## src/rtl/tlb_scrub_pkg.sv

```systemverilog
// Shared types for the TLB duplicate-entry scrubber.
// Assumes: nothing beyond IEEE 1800-2017.
package tlb_scrub_pkg;

    // Walker phases: idle, reading the ways of a set, scanning pairs, end pulse
    typedef enum logic [1:0] {
        ST_IDLE = 2'd0,
        ST_READ = 2'd1,
        ST_SCAN = 2'd2,
        ST_DONE = 2'd3
    } scrub_st_e;

endpackage

```

## src/rtl/tlb_scrub_ctrl.sv

```systemverilog
// Sequencer for the scrubber: walks the set and way counters, then the pair
// counters (a,b) with a<b, and raises the one-cycle done state.
// Assumes: SETS >= 2 and 2 <= WAYS <= 4, and any_valid_i is valid while reading.
module tlb_scrub_ctrl
    import tlb_scrub_pkg::*;
#(
    parameter int SETS = 8,
    parameter int WAYS = 4,
    localparam int SET_W = $clog2(SETS),
    localparam int WAY_W = $clog2(WAYS)
) (
    input  logic             clk,
    input  logic             rst_n,
    input  logic             start_i,
    input  logic             any_valid_i,
    output scrub_st_e        state_o,
    output logic [SET_W-1:0] set_o,
    output logic [WAY_W-1:0] way_o,
    output logic [WAY_W-1:0] pa_o,
    output logic [WAY_W-1:0] pb_o,
    output logic             busy_o,
    output logic             done_o
);
    localparam logic [SET_W-1:0] LAST_SET = SET_W'(SETS - 1);
    localparam logic [WAY_W-1:0] LAST_WAY = WAY_W'(WAYS - 1);
    localparam logic [WAY_W-1:0] PEN_WAY  = WAY_W'(WAYS - 2);

    scrub_st_e        state_q;
    logic [SET_W-1:0] set_q;
    logic [WAY_W-1:0] way_q, pa_q, pb_q;

    // Phase and counter update for the walk
    always_ff @(posedge clk) begin
        if (!rst_n) begin
            state_q <= ST_IDLE;
            set_q   <= '0;
            way_q   <= '0;
            pa_q    <= '0;
            pb_q    <= '0;
        end else begin
            case (state_q)
                ST_IDLE: if (start_i) begin
                    state_q <= ST_READ;
                    set_q   <= '0;
                    way_q   <= '0;
                end
                ST_READ: begin
                    if (way_q != LAST_WAY) begin
                        way_q <= way_q + 1'b1;
                    end else if (any_valid_i) begin
                        state_q <= ST_SCAN;
                        pa_q    <= '0;
                        pb_q    <= WAY_W'(1);
                    end else if (set_q == LAST_SET) begin
                        state_q <= ST_DONE;
                    end else begin
                        set_q <= set_q + 1'b1;
                        way_q <= '0;
                    end
                end
                ST_SCAN: begin
                    if (pb_q != LAST_WAY) begin
                        pb_q <= pb_q + 1'b1;
                    end else if (pa_q != PEN_WAY) begin
                        pa_q <= pa_q + 1'b1;
                        pb_q <= pa_q + WAY_W'(2);
                    end else if (set_q == LAST_SET) begin
                        state_q <= ST_DONE;
                    end else begin
                        state_q <= ST_READ;
                        set_q   <= set_q + 1'b1;
                        way_q   <= '0;
                    end
                end
                default: state_q <= ST_IDLE;
            endcase
        end
    end

    assign state_o = state_q;
    assign set_o   = set_q;
    assign way_o   = way_q;
    assign pa_o    = pa_q;
    assign pb_o    = pb_q;
    assign busy_o  = (state_q == ST_READ) || (state_q == ST_SCAN);
    assign done_o  = (state_q == ST_DONE);

    // done lasts one cycle and the walker is idle afterwards
    assert_done_pulse_R9: assert property (@(posedge clk) disable iff (!rst_n)
        done_o |=> (!done_o && !busy_o));

    // a start while busy does not send the walk back to set 0
    assert_start_ignored_R8: assert property (@(posedge clk) disable iff (!rst_n)
        (busy_o && start_i && set_q != '0) |=> (set_q != '0 || done_o));
endmodule

```

## src/rtl/tlb_scrub_tagbuf.sv

```systemverilog
// Local copy of one set's page fields, the valid accumulator and the pair
// comparator. A killed way reads back as zero and a zero field never matches.
// Assumes: loads arrive way 0 first; kill only targets a stored way.
module tlb_scrub_tagbuf #(
    parameter int WAYS       = 4,
    parameter int TAG_W      = 32,
    parameter int PAGE_SHIFT = 13,
    parameter int VALID_BIT  = 10,
    localparam int WAY_W = $clog2(WAYS)
) (
    input  logic             clk,
    input  logic             rst_n,
    input  logic             ld_en_i,
    input  logic [WAY_W-1:0] ld_way_i,
    input  logic [TAG_W-1:0] tag_i,
    input  logic             kill_en_i,
    input  logic [WAY_W-1:0] kill_way_i,
    input  logic [WAY_W-1:0] pa_i,
    input  logic [WAY_W-1:0] pb_i,
    output logic             any_valid_o,
    output logic             match_o
);
    localparam logic [TAG_W-1:0] PAGE_MASK = ~((TAG_W'(1) << PAGE_SHIFT) - TAG_W'(1));

    logic [TAG_W-1:0] page_q [WAYS];
    logic             vacc_q;
    logic             first_ld;

    // Valid OR of the set so far, restarted by the load of way 0
    assign first_ld    = ld_en_i && (ld_way_i == '0);
    assign any_valid_o = (ld_en_i && tag_i[VALID_BIT]) || (vacc_q && !first_ld);

    // Keep the accumulated valid flag across the read cycles
    always_ff @(posedge clk) begin
        if (!rst_n)       vacc_q <= 1'b0;
        else if (ld_en_i) vacc_q <= any_valid_o;
    end

    for (genvar w = 0; w < WAYS; w++) begin : g_way
        // Capture the masked page field, or zero it when the way is erased
        always_ff @(posedge clk) begin
            if (!rst_n)
                page_q[w] <= '0;
            else if (ld_en_i && ld_way_i == WAY_W'(w))
                page_q[w] <= tag_i & PAGE_MASK;
            else if (kill_en_i && kill_way_i == WAY_W'(w))
                page_q[w] <= '0;
        end
    end

    // Pair test: the first member must hold a non-zero page field
    assign match_o = (page_q[pa_i] != '0) && (page_q[pa_i] == page_q[pb_i]);

    // an erase never targets a way whose local field is already zero
    assert_kill_nonzero_R5: assert property (@(posedge clk) disable iff (!rst_n)
        kill_en_i |-> (page_q[kill_way_i] != '0));

    // a killed way holds zero in the following cycle
    assert_killed_is_zero_R5: assert property (@(posedge clk) disable iff (!rst_n)
        (kill_en_i && !ld_en_i) |=> (page_q[$past(kill_way_i)] == '0));
endmodule

```

## src/rtl/tlb_dup_scrubber.sv

```systemverilog
// TLB duplicate-entry scrubber top: joins the sequencer and the tag buffer,
// forms flat indices, drives the erase and event outputs and counts removals.
// Assumes: the read port returns rd_tag_i in the same cycle as rd_idx_o, and
// the buffer zeroes both descriptor halves when ers_en_o is high at a clock edge.
module tlb_dup_scrubber
    import tlb_scrub_pkg::*;
#(
    parameter int SETS       = 8,
    parameter int WAYS       = 4,
    parameter int TAG_W      = 32,
    parameter int PAGE_SHIFT = 13,
    parameter int VALID_BIT  = 10,
    localparam int SET_W    = $clog2(SETS),
    localparam int WAY_W    = $clog2(WAYS),
    localparam int IDX_W    = $clog2(SETS * WAYS),
    localparam int MAX_DUPS = SETS * (WAYS - 1),
    localparam int CNT_W    = $clog2(MAX_DUPS + 1)
) (
    input  logic             clk,
    input  logic             rst_n,
    input  logic             start_i,
    input  logic             silent_i,
    output logic             rd_en_o,
    output logic [IDX_W-1:0] rd_idx_o,
    input  logic [TAG_W-1:0] rd_tag_i,
    output logic             ers_en_o,
    output logic [IDX_W-1:0] ers_idx_o,
    output logic             dup_vld_o,
    output logic [SET_W-1:0] dup_set_o,
    output logic [WAY_W-1:0] dup_lo_o,
    output logic [WAY_W-1:0] dup_hi_o,
    output logic [CNT_W-1:0] dup_cnt_o,
    output logic             busy_o,
    output logic             done_o
);
    scrub_st_e        state;
    logic [SET_W-1:0] set_cur;
    logic [WAY_W-1:0] way_cur, pa, pb;
    logic             any_valid, match, hit, start_ok;
    logic [IDX_W-1:0] set_base;
    logic [CNT_W-1:0] cnt_q;

    tlb_scrub_ctrl #(.SETS(SETS), .WAYS(WAYS)) u_ctrl (
        .clk        (clk),
        .rst_n      (rst_n),
        .start_i    (start_i),
        .any_valid_i(any_valid),
        .state_o    (state),
        .set_o      (set_cur),
        .way_o      (way_cur),
        .pa_o       (pa),
        .pb_o       (pb),
        .busy_o     (busy_o),
        .done_o     (done_o)
    );

    tlb_scrub_tagbuf #(
        .WAYS(WAYS), .TAG_W(TAG_W), .PAGE_SHIFT(PAGE_SHIFT), .VALID_BIT(VALID_BIT)
    ) u_tags (
        .clk        (clk),
        .rst_n      (rst_n),
        .ld_en_i    (rd_en_o),
        .ld_way_i   (way_cur),
        .tag_i      (rd_tag_i),
        .kill_en_i  (hit),
        .kill_way_i (pa),
        .pa_i       (pa),
        .pb_i       (pb),
        .any_valid_o(any_valid),
        .match_o    (match)
    );

    // Flat addressing: set*WAYS + way
    assign set_base  = IDX_W'(set_cur) * IDX_W'(WAYS);
    assign rd_en_o   = (state == ST_READ);
    assign rd_idx_o  = set_base + IDX_W'(way_cur);

    // Erase the lower way of a matching pair; report unless muted
    assign hit       = (state == ST_SCAN) && match;
    assign ers_en_o  = hit;
    assign ers_idx_o = set_base + IDX_W'(pa);
    assign dup_vld_o = hit && !silent_i;
    assign dup_set_o = set_cur;
    assign dup_lo_o  = pa;
    assign dup_hi_o  = pb;

    // Removal counter, cleared when a sweep is accepted
    assign start_ok = start_i && (state == ST_IDLE);
    always_ff @(posedge clk) begin
        if (!rst_n)        cnt_q <= '0;
        else if (start_ok) cnt_q <= '0;
        else if (hit)      cnt_q <= cnt_q + 1'b1;
    end
    assign dup_cnt_o = cnt_q;

    // read and erase never share a cycle
    assert_rd_ers_excl_R1: assert property (@(posedge clk) disable iff (!rst_n)
        !(rd_en_o && ers_en_o));

    // an erase only happens in a set that holds a valid way
    assert_erase_needs_valid_R2: assert property (@(posedge clk) disable iff (!rst_n)
        ers_en_o |-> any_valid);

    // the erased way is always the lower member of the pair
    assert_pair_order_R4: assert property (@(posedge clk) disable iff (!rst_n)
        ers_en_o |-> (dup_lo_o < dup_hi_o));

    // muted events never appear
    assert_silent_R7: assert property (@(posedge clk) disable iff (!rst_n)
        silent_i |-> !dup_vld_o);

    // every reported event coincides with an erase
    assert_event_has_erase_R6: assert property (@(posedge clk) disable iff (!rst_n)
        dup_vld_o |-> ers_en_o);

    // the count never exceeds the removable entries
    assert_cnt_bound_R10: assert property (@(posedge clk) disable iff (!rst_n)
        dup_cnt_o <= CNT_W'(MAX_DUPS));

    // a start during a sweep does not clear the count
    assert_busy_start_keeps_cnt_R8: assert property (@(posedge clk) disable iff (!rst_n)
        (busy_o && start_i) |=> (dup_cnt_o >= $past(dup_cnt_o)));
endmodule

```

## config.mk

```make
export PLATFORM = sky130hd
export DESIGN_NAME = tlb_dup_scrubber
export DESIGN_NICKNAME = d
export VERILOG_FILES = /design/src/rtl/tlb_scrub_pkg.sv /design/src/rtl/tlb_scrub_ctrl.sv /design/src/rtl/tlb_scrub_tagbuf.sv /design/src/rtl/tlb_dup_scrubber.sv
export SDC_FILE = /design/constraint.sdc
export NUM_CORES = 1
export LEC_CHECK = 0
export BUFFER_PORTS_ARGS = -buffer_cell sky130_fd_sc_hd__buf_2
export CAP_MARGIN = 20
export CORE_MARGIN = 5
export CORE_UTILIZATION = 45
export DETAILED_ROUTE_END_ITERATION = 8
export PLACE_DENSITY = 0.72
export SYNTH_ARGS = -nofsm -noshare
export SYNTH_HDL_FRONTEND = slang
export SYNTH_SLANG_ARGS = --single-unit
```

## constraint.sdc

```tcl
create_clock -name clk -period 5.1 [get_ports clk]
set_input_delay 0.51 -clock clk [delete_from_list [all_inputs] [get_ports clk]]
set_output_delay 0.51 -clock clk [all_outputs]
set_load 0.05 [all_outputs]
```

==> run metrics <==
routed len/inst=19.6 um; crit path DAT=3.64 ns; Worst Setup End Kind=primary output; global route overflow=0; register area share after synthesis=0.505; final cycle utilization of the critical path=0.814; Die Span Y=119 um; number of global-route vias before repair=3380; core area=11500 um^2; Simple-Gate Fraction of Synth Area=0.157; DR vias/cell=5.66; Slew headroom=0.299; # Max-Cap Violations=0; XOR/XNOR share of the synthesized area=0.0311; TritonCTS sink count=97; diodes inserted=0; post-cts resize count=0; number of I/O port buffers=50; Synth Cell Area=5350 um^2; setup TNS=0 ns; worst slew pin tran=1.05 ns; largest net degree at the start of global routing=20; clk slew on worst S/H paths=0.07 ns; reg2reg path depth=8; first-pass GRT wire length=18500 um; DR DRC count=0; ys flop type=edfxtp_1; clk_lat worst skew=0.34 ns; multiplexer share of the synthesized area=0.177; worst min path class=primary input to flip-flop; final wirelength=11600 um; I/O Pins=63; CTS Hold Bufs=0; CTS H-tree depth=3; GRT Overall Usage=0.168; via count=3345; Worst IR Drop VDD=167 uV; area grow syn2layout=12.5%; Synth cell types=45; skew final=0.00527 ns; Post-synth EDFFs=76; initial DRC count=246; initial antenna violation count=0; final core utilization=0.522; worst path cell trace=buf_4 > mux4_1 > xnor2_1 > nand4_1 > a211o_1 > or2_1 > nor2_1 > buf_2; worst-path fanout max=11; syn avg cell area=13.5 um^2; startpoint types=flip-flop; total nets after synthesis=449; YS warnings=0; fin nets=496; cell area power density=435 nW/um^2; die area=14200 um^2; DP HPWL=7720 um; #FFs+latches synth=97; Lkg Pwr=0.00234 uW; clock buffer depth=2; Worst Hold Depth=2; layout cells sized above 1=0.250; FF-to-FF setup slack=1.28 ns; Die W=119 um; status=finished, final reports clean; max-slew violation count=0; Synth async-reset ratio=0; post-layout min period=4.15 ns; Post-Synth Adder-Cell Area=0.0398; Setup Fix Bufs, Post-CTS=0; Post-DRT Antenna Nets=0; critical path depth=8; Worst path slowest cell=dfxtp_1; CP delay by family, top=simple AND/OR/NAND/NOR gates; CTS tree=done; Worst Path Class, Setup=flip-flop to primary output; Synth Instances=396; Final Wtd Congestion=0.803; compound-cell area share of the yosys netlist=0.0475; FP Rows=39; initial core utilization=0.464; Root Buffer=clkbuf_16; largest family of logic cells by synthesized area=multiplexers; Finish-stage setup viols=0; Final Hold Viols=0; Worst Path Required=4.59 ns; FMAX=241 MHz; DRT Pass-1 Iters=4; RSZ-0062 raised after global routing=false; Buf+Inv Stages, Crit Path=2; CP max stage delay=0.64 ns; Num CTS Buffers=9
[layout make-up]
cell class,count,area (um^2)
fill,954,5500
sequential,97,2700
inverter,16,60.1
tap,143,179
clock buffer,12,267
clock inverter,4,57.6
multi-input combinational,258,2420
timing repair buffer,61,333
[cell usage after synthesis (2+ instances only)]
| cell | count | area [um^2] |
|---|---|---|
| a21boi_1 | 3 | 22.5 |
| a21oi_1 | 16 | 80.1 |
| a32oi_1 | 2 | 17.5 |
| and2_1 | 76 | 475 |
| and4_1 | 2 | 17.5 |
| buf_2 | 4 | 20.0 |
| buf_4 | 8 | 60.1 |
| buf_6 | 3 | 33.8 |
| clkbuf_1 | 8 | 30.0 |
| dfxtp_1 | 21 | 420 |
| edfxtp_1 | 76 | 2280 |
| ha_1 | 17 | 213 |
| inv_1 | 16 | 60.1 |
| mux2i_1 | 5 | 50.1 |
| mux4_1 | 11 | 289 |
| mux4_2 | 27 | 608 |
| nand2_1 | 19 | 71.3 |
| nand3_1 | 4 | 20.0 |
| nand4_1 | 4 | 25.0 |
| nor2_1 | 13 | 48.8 |
| nor4_1 | 5 | 31.3 |
| nor4_4 | 3 | 63.8 |
| o211ai_1 | 4 | 30.0 |
| o21ai_0 | 9 | 45.0 |
| or2_2 | 2 | 12.5 |
| or3_1 | 2 | 12.5 |
| xnor2_1 | 7 | 61.3 |
| xor2_1 | 12 | 105 |
[power breakdown]
group	switching (uW)	leakage (uW)	internal, uW
Sequential	79.9	0.000961	955
Combinational	506	0.00123	359
Clock	290	0.000157	425
[sequential cells by signal, indices dropped and copies added (netlist names), named ones only]
| signal | cells |
|---|---|
| u_ctrl.pb_o | 2 |
| u_ctrl.pa_o | 2 |
| dup_cnt_o | 5 |
| u_ctrl.state_o | 2 |
| u_ctrl.set_o | 3 |
| u_ctrl.way_o | 2 |
| u_tags.vacc_q | 1 |
| u_tags.page_q | 76 |
[metal layers]
metal  wire, um  track usage  vias up
li1           -            -     1568
met3        510       0.0270       11
met5          0            0        -
met2       6040        0.294       92
met4        128       0.0492        0
met1       4890        0.216     1674
[through the flow]
stage	setup slack [ns]	power, uW	hold WS (ns)	std cells	area [um^2]
2_1_floorplan	1.46	1720	0.538	396	5350
3_3_place_gp	1.35	1890	0.469	575	5690
3_5_place_dp	1.28	1920	0.483	575	5690
4_1_cts	0.918	2630	0.469	591	6020
5_1_grt	0.796	2740	0.478	591	6020
6_report	0.949	2620	0.474	591	6020
[kinds of logic (layout without fill, tap and decap cells)]
family	after synthesis	count (layout)
buffers and inverters	41	93
AOI/OAI and AO/OA	41	41
DFF	97	97
muxes	43	43
and+or+nand+nor	138	138
xor gates and xnor gates	19	19
adders and majority gates	17	17
[worst paths after layout]
| kind | from | end |
|---|---|---|
| max | flip-flop | dup_vld_o |
| min | rd_tag_i[16] | u_tags.page_q[2][3] |
| max reg2reg | flip-flop | u_tags.page_q[2][2] |
| min reg2reg | dup_cnt_o[4] | dup_cnt_o[4] |
[cells in the final DEF (no fill, tap or decap), types with 4 or more instances in the layout]
cell       instances
nor2_1            13
nor4_1             5
buf_4             11
xnor2_1            7
xor2_1            12
nand2_1           19
dfxtp_1           21
o21ai_0            9
o211ai_1           4
mux4_1            11
clkbuf_16          9
mux4_2            27
edfxtp_1          76
nand4_1            4
and2_1            76
buf_2             50
nand3_1            4
a21oi_1           16
ha_1              17
inv_1             16
mux2i_1            5
Note: power is estimated with default switching activity, not from simulation.
